===== src/rtl/pm_pkg.sv =====
package pm_pkg;

    typedef enum logic {
        MODE_THREAD  = 1'b0,
        MODE_HANDLER = 1'b1
    } pm_mode_e;

    typedef struct packed {
        logic entry;
        logic ret;
        logic ctrl_wr;
        logic ctrl_val;
    } pm_evt_t;

    function automatic logic entry_accepted(input pm_mode_e mode, input logic entry,
                                            input logic num_nonzero);
        return entry && num_nonzero && (mode == MODE_THREAD);
    endfunction

    function automatic logic return_accepted(input pm_mode_e mode, input logic ret);
        return ret && (mode == MODE_HANDLER);
    endfunction

endpackage


===== src/rtl/pm_mode_seq.sv =====
module pm_mode_seq
    import pm_pkg::*;
#(
    parameter int unsigned EXC_W = 9
) (
    input  logic             clk,
    input  logic             rst,
    input  pm_evt_t          evt,
    input  logic [EXC_W-1:0] num,
    output pm_mode_e         mode,
    output logic [EXC_W-1:0] ipsr
);
    localparam logic [EXC_W-1:0] NUM_NONE = '0;

    logic take_entry;
    logic take_ret;

    always_comb begin
        take_entry = entry_accepted(mode, evt.entry, num != NUM_NONE);
        take_ret   = return_accepted(mode, evt.ret);
    end

    always_ff @(posedge clk) begin
        if (rst) begin
            mode <= MODE_THREAD;
            ipsr <= NUM_NONE;
        end else if (take_entry) begin
            mode <= MODE_HANDLER;
            ipsr <= num;
        end else if (take_ret) begin
            mode <= MODE_THREAD;
            ipsr <= NUM_NONE;
        end
    end
endmodule


===== src/rtl/pm_ctrl_reg.sv =====
module pm_ctrl_reg
    import pm_pkg::*;
(
    input  logic    clk,
    input  logic    rst,
    input  logic    priv_now,
    input  pm_evt_t evt,
    output logic    npriv
);
    // Writes are accepted only from privileged code, judged before the edge.
    always_ff @(posedge clk) begin
        if (rst)
            npriv <= 1'b0;
        else if (evt.ctrl_wr && priv_now)
            npriv <= evt.ctrl_val;
    end
endmodule


===== src/rtl/pm_access_gate.sv =====
module pm_access_gate
    import pm_pkg::*;
(
    input  logic     clk,
    input  logic     rst,
    input  pm_mode_e mode,
    input  logic     npriv,
    input  logic     acc_vld,
    output logic     priv_now,
    output logic     grant,
    output logic     fault
);
    always_comb begin
        priv_now = (mode == MODE_HANDLER) || !npriv;
        grant    = acc_vld && priv_now;
    end

    always_ff @(posedge clk) begin
        if (rst)
            fault <= 1'b0;
        else
            fault <= acc_vld && !priv_now;
    end
endmodule


===== src/rtl/pm_priv_tracker.sv =====
module pm_priv_tracker
    import pm_pkg::*;
#(
    parameter int unsigned EXC_W = 9
) (
    input  logic             clk,
    input  logic             rst,
    input  logic             exc_entry_vld,
    input  logic [EXC_W-1:0] exc_entry_num,
    input  logic             exc_return_vld,
    input  logic             ctrl_wr_en,
    input  logic             ctrl_wr_npriv,
    input  logic             sysreg_acc_vld,
    output logic             handler_mode,
    output logic             priv_eff,
    output logic [EXC_W-1:0] ipsr_num,
    output logic             sysreg_acc_grant,
    output logic             sysreg_fault
);
    pm_evt_t  evt;
    pm_mode_e mode;
    logic     npriv;
    logic     priv_now;

    always_comb begin
        evt.entry    = exc_entry_vld;
        evt.ret      = exc_return_vld;
        evt.ctrl_wr  = ctrl_wr_en;
        evt.ctrl_val = ctrl_wr_npriv;
    end

    pm_mode_seq #(.EXC_W(EXC_W)) mode_i (
        .clk  (clk),
        .rst  (rst),
        .evt  (evt),
        .num  (exc_entry_num),
        .mode (mode),
        .ipsr (ipsr_num)
    );

    pm_ctrl_reg ctrl_i (
        .clk      (clk),
        .rst      (rst),
        .priv_now (priv_now),
        .evt      (evt),
        .npriv    (npriv)
    );

    pm_access_gate gate_i (
        .clk      (clk),
        .rst      (rst),
        .mode     (mode),
        .npriv    (npriv),
        .acc_vld  (sysreg_acc_vld),
        .priv_now (priv_now),
        .grant    (sysreg_acc_grant),
        .fault    (sysreg_fault)
    );

    always_comb begin
        handler_mode = (mode == MODE_HANDLER);
        priv_eff     = priv_now;
    end
endmodule


===== config.mk =====
export PLATFORM = sky130hd
export DESIGN_NAME = pm_priv_tracker
export DESIGN_NICKNAME = d
export VERILOG_FILES = /design/src/rtl/pm_pkg.sv /design/src/rtl/pm_mode_seq.sv /design/src/rtl/pm_ctrl_reg.sv /design/src/rtl/pm_access_gate.sv /design/src/rtl/pm_priv_tracker.sv
export SDC_FILE = /design/constraint.sdc
export NUM_CORES = 1
export LEC_CHECK = 0
export BUFFER_PORTS_ARGS = -buffer_cell sky130_fd_sc_hd__buf_2
export CORE_MARGIN = 3
export CORE_UTILIZATION = 41
export DETAILED_ROUTE_END_ITERATION = 8
export GPL_TIMING_DRIVEN = 0
export PLACE_DENSITY_LB_ADDON = 0.1
export SKIP_LAST_GASP = 1
export SYNTH_ARGS = -nofsm -noshare
export SYNTH_HDL_FRONTEND = slang
export SYNTH_SLANG_ARGS = --single-unit

===== constraint.sdc =====
create_clock -name clk -period 1.9 [get_ports clk]
set_clock_uncertainty 0.2 [all_clocks]
set_input_delay 0.57 -clock clk [delete_from_list [all_inputs] [get_ports clk]]
set_output_delay 0.57 -clock clk [all_outputs]
set_load 0.02 [all_outputs]

Word-level counts from Yosys, hierarchy flattened
Cells that the tools add are included.
Storage, ports and cells
  flip-flop bits (word level): 12
  logic and storage cells: 20
  output and inout port bits: 13
  bits of input ports: 16
Operators by class
  reduce and logical (&&, ||, !) cells: 11
  bitwise logic cells: 1
  mux-type cells: 4
Operators by type and width (count)
  $mux W9: 2
  $reduce_bool A9 Y1: 1
  $logic_and A1 B1 Y1: 6
  $logic_not A1 Y1: 2
  $mux W1: 2
  $reduce_bool A2 Y1: 1
  $logic_or A1 B1 Y1: 1
  $not A1 Y1: 1

Depth between registers and ports, before layout
  word-level depth: 4
  mapped depth: 4
  depth with buffers taken out: 3

Cells and area by module
From an unflattened synthesis, not the netlist that was laid out.
Second synthesis, totals
  cells, all modules: 56
  area total of the unflattened synthesis: 549.3 um^2
By module, submodules not included
  pm_mode_seq: seq. area each 200.2 um^2, area an instance 452.9 um^2, cells an instance 48, instances 1
  pm_access_gate: seq. area each 20.0 um^2, area an instance 52.6 um^2, cells an instance 4, instances 1
  pm_ctrl_reg: seq. area each 20.0 um^2, area an instance 43.8 um^2, cells an instance 4, instances 1

Worst setup path before layout
OpenSTA, ideal clock, no wires.
  path kind: register -> output
  start: register mode_i.mode
  end: output port sysreg_acc_grant
  stages on the path, launching flop included: 4
  setup slack: 0.028 ns
  data required time: 1.130 ns
  arrival time: 1.102 ns
  cell sequence: dfxtp_1 -> buf_6 -> nand2b_1 -> and2_1
Between the ends
  word-level cells in the longest chain between the ends: 2
Ends and longest elaborated chain
  start: declaration: line pm_mode_seq.sv:10  | output pm_mode_e mode,
  start signal: assignment: line pm_mode_seq.sv:25  | mode <= MODE_THREAD;
  start signal: assignment: line pm_mode_seq.sv:28  | mode <= MODE_HANDLER;
  start signal: assignment: line pm_mode_seq.sv:31  | mode <= MODE_THREAD;
  $logic_or A1 B1 Y1: line pm_access_gate.sv:14  | priv_now = (mode == MODE_HANDLER) || !npriv;
  named net priv_eff: line pm_priv_tracker.sv:15  | output logic priv_eff,
  $logic_and A1 B1 Y1: line pm_access_gate.sv:15  | grant = acc_vld && priv_now;
  end: declaration: line pm_priv_tracker.sv:17  | output logic sysreg_acc_grant,
The timed path passes the listed nets, and every way through them passes these cells.

Worst setup path after layout
  start: register mode_i.mode
  end: output port sysreg_acc_grant
Between the ends
  word-level cells in the longest chain between the ends: 2
Ends and longest elaborated chain (line)
  $logic_or A1 B1 Y1: pm_access_gate.sv:14
  $logic_and A1 B1 Y1: pm_access_gate.sv:15
No other way between the ends.

==> run summary <==
Global routing
- **global-route layer with the greatest usage** met2
- **met1 track utilization from global routing** 20.6%
- **global routing met3 resource utilization** 3.43%
- **largest net degree at the start of global routing** 11
- **vias in the first global route** 489
- **antenna violations before repair** 0
- **gr ovfl total** 0
- **wire length of the first global-routing pass** 2.14 mm
- **global routing usage on met2** 23.4%
- **global router's overall resource usage** 15.5%

Place
- **count of port buffers added during placement** 28
- **placer's final routability congestion estimate** 0.702
- **pre-CTS setup slack** 46.9 ps
- **instance area at placement** 698 um2
- **placed wire-length estimate after detailed placement** 980 um

Clock network
- **number of clock sinks** 12
- **library cell used as clock root buffer** sky130_fd_sc_hd__clkbuf_4
- **clock tree buffer depth** 2
- **Hold Buf Count CTS** 0
- **TritonCTS clock tree** done
- **H-Tree Depth** 1
- **clock latency at the later pin of the worst-skew pair** 260 ps
- **number of buffers created by CTS** 3
- **setup repair bufs after CTS** 0
- **clock edge transition at the registers on the reported setup and hold paths** 70 ps

Critical path
- **worst setup path startpoint** mode_i.mode
- **reg2reg end** mode_i.ipsr[2]
- **Worst EP required** 1130 ps
- **signal arrival time at the worst endpoint** 1050 ps
- **number of cell instances on the worst register-to-register path** 3
- **CP endpoint kind** output port
- **startpoint type of the worst setup path** flip-flop
- **start-to-end type of the worst setup path** reg2out
- **Max Fanout on Critical Path** 8
- **origin of the critical flop-to-flop path** mode_i.mode
- **Worst R2R Setup Slack** 460 ps

Hold path
- **Hold Path Depth** 2
- **HP Start** mode_i.ipsr[1]
- **Hold/Removal Path Class** reg2reg
- **Endpoint, Worst Hold** mode_i.ipsr[1]

Floorplan
- **Die X** 42.3 um
- **die area** 1790 um2
- **num ports** 29
- **floorplan die height** 42.3 um
- **core region area** 1170 um2
- **starting density of the core** 46.2%
- **number of core rows** 12

Synth
- **Mapped Avg Cell Area** 9.48 um2
- **number of cells produced by synthesis** 57
- **number of unique standard cell types used by synthesis** 18
- **cell taking the most area after synthesis** sky130_fd_sc_hd__dfxtp_1
- **leading cell types by total area after synthesis** sky130_fd_sc_hd__dfxtp_1 (44%), sky130_fd_sc_hd__nand3b_1 (13%), sky130_fd_sc_hd__o21ai_0 (7.4%)
- **portion of synthesized cell area occupied by the leading cell type** 44.4%
- **YS warnings** 0
- **net count of the mapped netlist** 73
- **Yosys reg bits** 12
- **Seq/Total Area, Yosys** 44.4%
- **synthesized area** 541 um2

Flow run
- **number of maximum-capacitance violations** 0

Route
- **number of iterations in the first detailed-routing pass** 4
- **drt total wl** 1.25 mm
- **DRC marker count from the first detailed-route iteration** 10
- **remaining number of nets flagged by the antenna check after routing** 0
- **via/cell ratio** 5.08
- **Via Count** 513
- **total DRC errors in the routed layout** 0
- **Routed WL per cell** 12.3 um

Timing
- **setup violation total in the final timing report** 0
- **post-layout min period** 1820 ps
- **final-layout setup total negative slack** 0 ps
- **post-route setup slack** 75.3 ps
- **Hold Fails Final Rpt** 0
- **fraction of the cycle the final worst path needs** 96.0%
- **maximum frequency from static timing analysis** 0.548 GHz
- **setup repair after global routing missed its margin** false
- **measured slew at the worst slew-check pin** 500 ps
- **max_slew headroom** 66.5%
- **final-report max-slew violation count** 0

Finish
- **Final Net Count** 105
- **total inserted antenna cells** 0
- **most common cell after layout, fill and taps aside** sky130_fd_sc_hd__buf_2
- **Final Cell Area** 727 um2
- **post-synthesis to final-layout area growth** 34.5%
- **utilization after layout** 62.1%
- **most frequent cells in the layout** sky130_fd_sc_hd__buf_2 (27), sky130_fd_sc_hd__dfxtp_1 (11), sky130_fd_sc_hd__nand2_1 (10)
- **share of layout cells above drive strength 1** 44.8%

Power
- **power density of the placed cells** 752 nW/um2
- **worst IR drop on VDD** 0.000526 V
- **leakage dissipation** 0.000321 uW
- **overall power consumption** 547 uW

Outcome
- **run status** complete, no violations

-- how the worst max path moves through the flow --
| stage | cells after the start | endpoint | slack (ps) |
|---|---|---|---|
| 2_1_floorplan | 3 | sysreg_acc_grant | 30 |
| 6_report | 3 | sysreg_acc_grant | 80 |
| 3_5_place_dp | 4 | mode_i.ipsr[2] | 50 |
| 4_1_cts | 4 | sysreg_acc_grant | 3 |
| 5_1_grt | 3 | sysreg_acc_grant | 10 |
| 3_3_place_gp | 4 | mode_i.ipsr[5] | 130 |
-- timing repair --
item	4_1_cts	5_1_grt
hold endpoints to repair	0	0
gates resized for setup	5	0
setup endpoints to repair	1	1
-- metrics by stage --
stage                     hold WS (ps)  cells
after detailed placement           280     99
after global placement             272     99
after global routing               320    101
after CTS                          293    102
final                              292    101
after floorplan                    266     57
-- Yosys cell counts, drive strengths merged --
cell / number
nand3b: 9
a21o: 1
dfxtp: 12
and2: 1
or3b: 1
o21ai: 8
buf: 1
nor4: 1
a31oi: 2
nor3: 1
clkbuf: 1
nand2b: 2
nor2: 3
nand2: 10
o2bb2ai: 1
a22oi: 1
nor3b: 2
-- metal layers --
layer | routed length, um | part of all wire, % | vias up
met5 | 0 | 0 | -
met4 | 21 | 1.7 | 0
met3 | 126 | 10 | 2
met2 | 546 | 44 | 22
met1 | 551 | 44 | 224
li1 | - | - | 265
-- worst max-delay path: stages, from the launching register on --
cell	delay [ps]
sky130_fd_sc_hd__dfxtp_2	400
sky130_fd_sc_hd__nand2b_4	150
sky130_fd_sc_hd__and2_4	140
sky130_fd_sc_hd__buf_6	100
-- state kept, by name, indices dropped and copies added, names as in the netlist --
name and count:
ctrl_i.npriv 1, gate_i.fault 1, mode_i.ipsr 9, mode_i.mode 1
-- final cells by class --
class	instances	area (um2)
clock buffer	3	22.5
fill	115	444
tap	14	17.5
sequential	12	241
timing repair buffer	28	146
multi-input combinational	43	295
buffer	1	3.75
-- power by group --
part	internal [uW]	switching (uW)	total (uW)
clock	73.3	79.9	153
sequential	268	11.1	279
combinational	49.0	65.7	115
total	390	157	547
-- logic make-up (layout without fill, tap and decap cells) --
family / count (synthesis) / after routing / share of synthesized area, %
AOI/OAI and AO/OA: 13 / 13 / 17.6
DFF: 12 / 12 / 44.4
and+or+nand+nor: 30 / 30 / 35.2
buffers and inverters: 2 / 32 / 2.78
(Power assumes the default switching activity.)
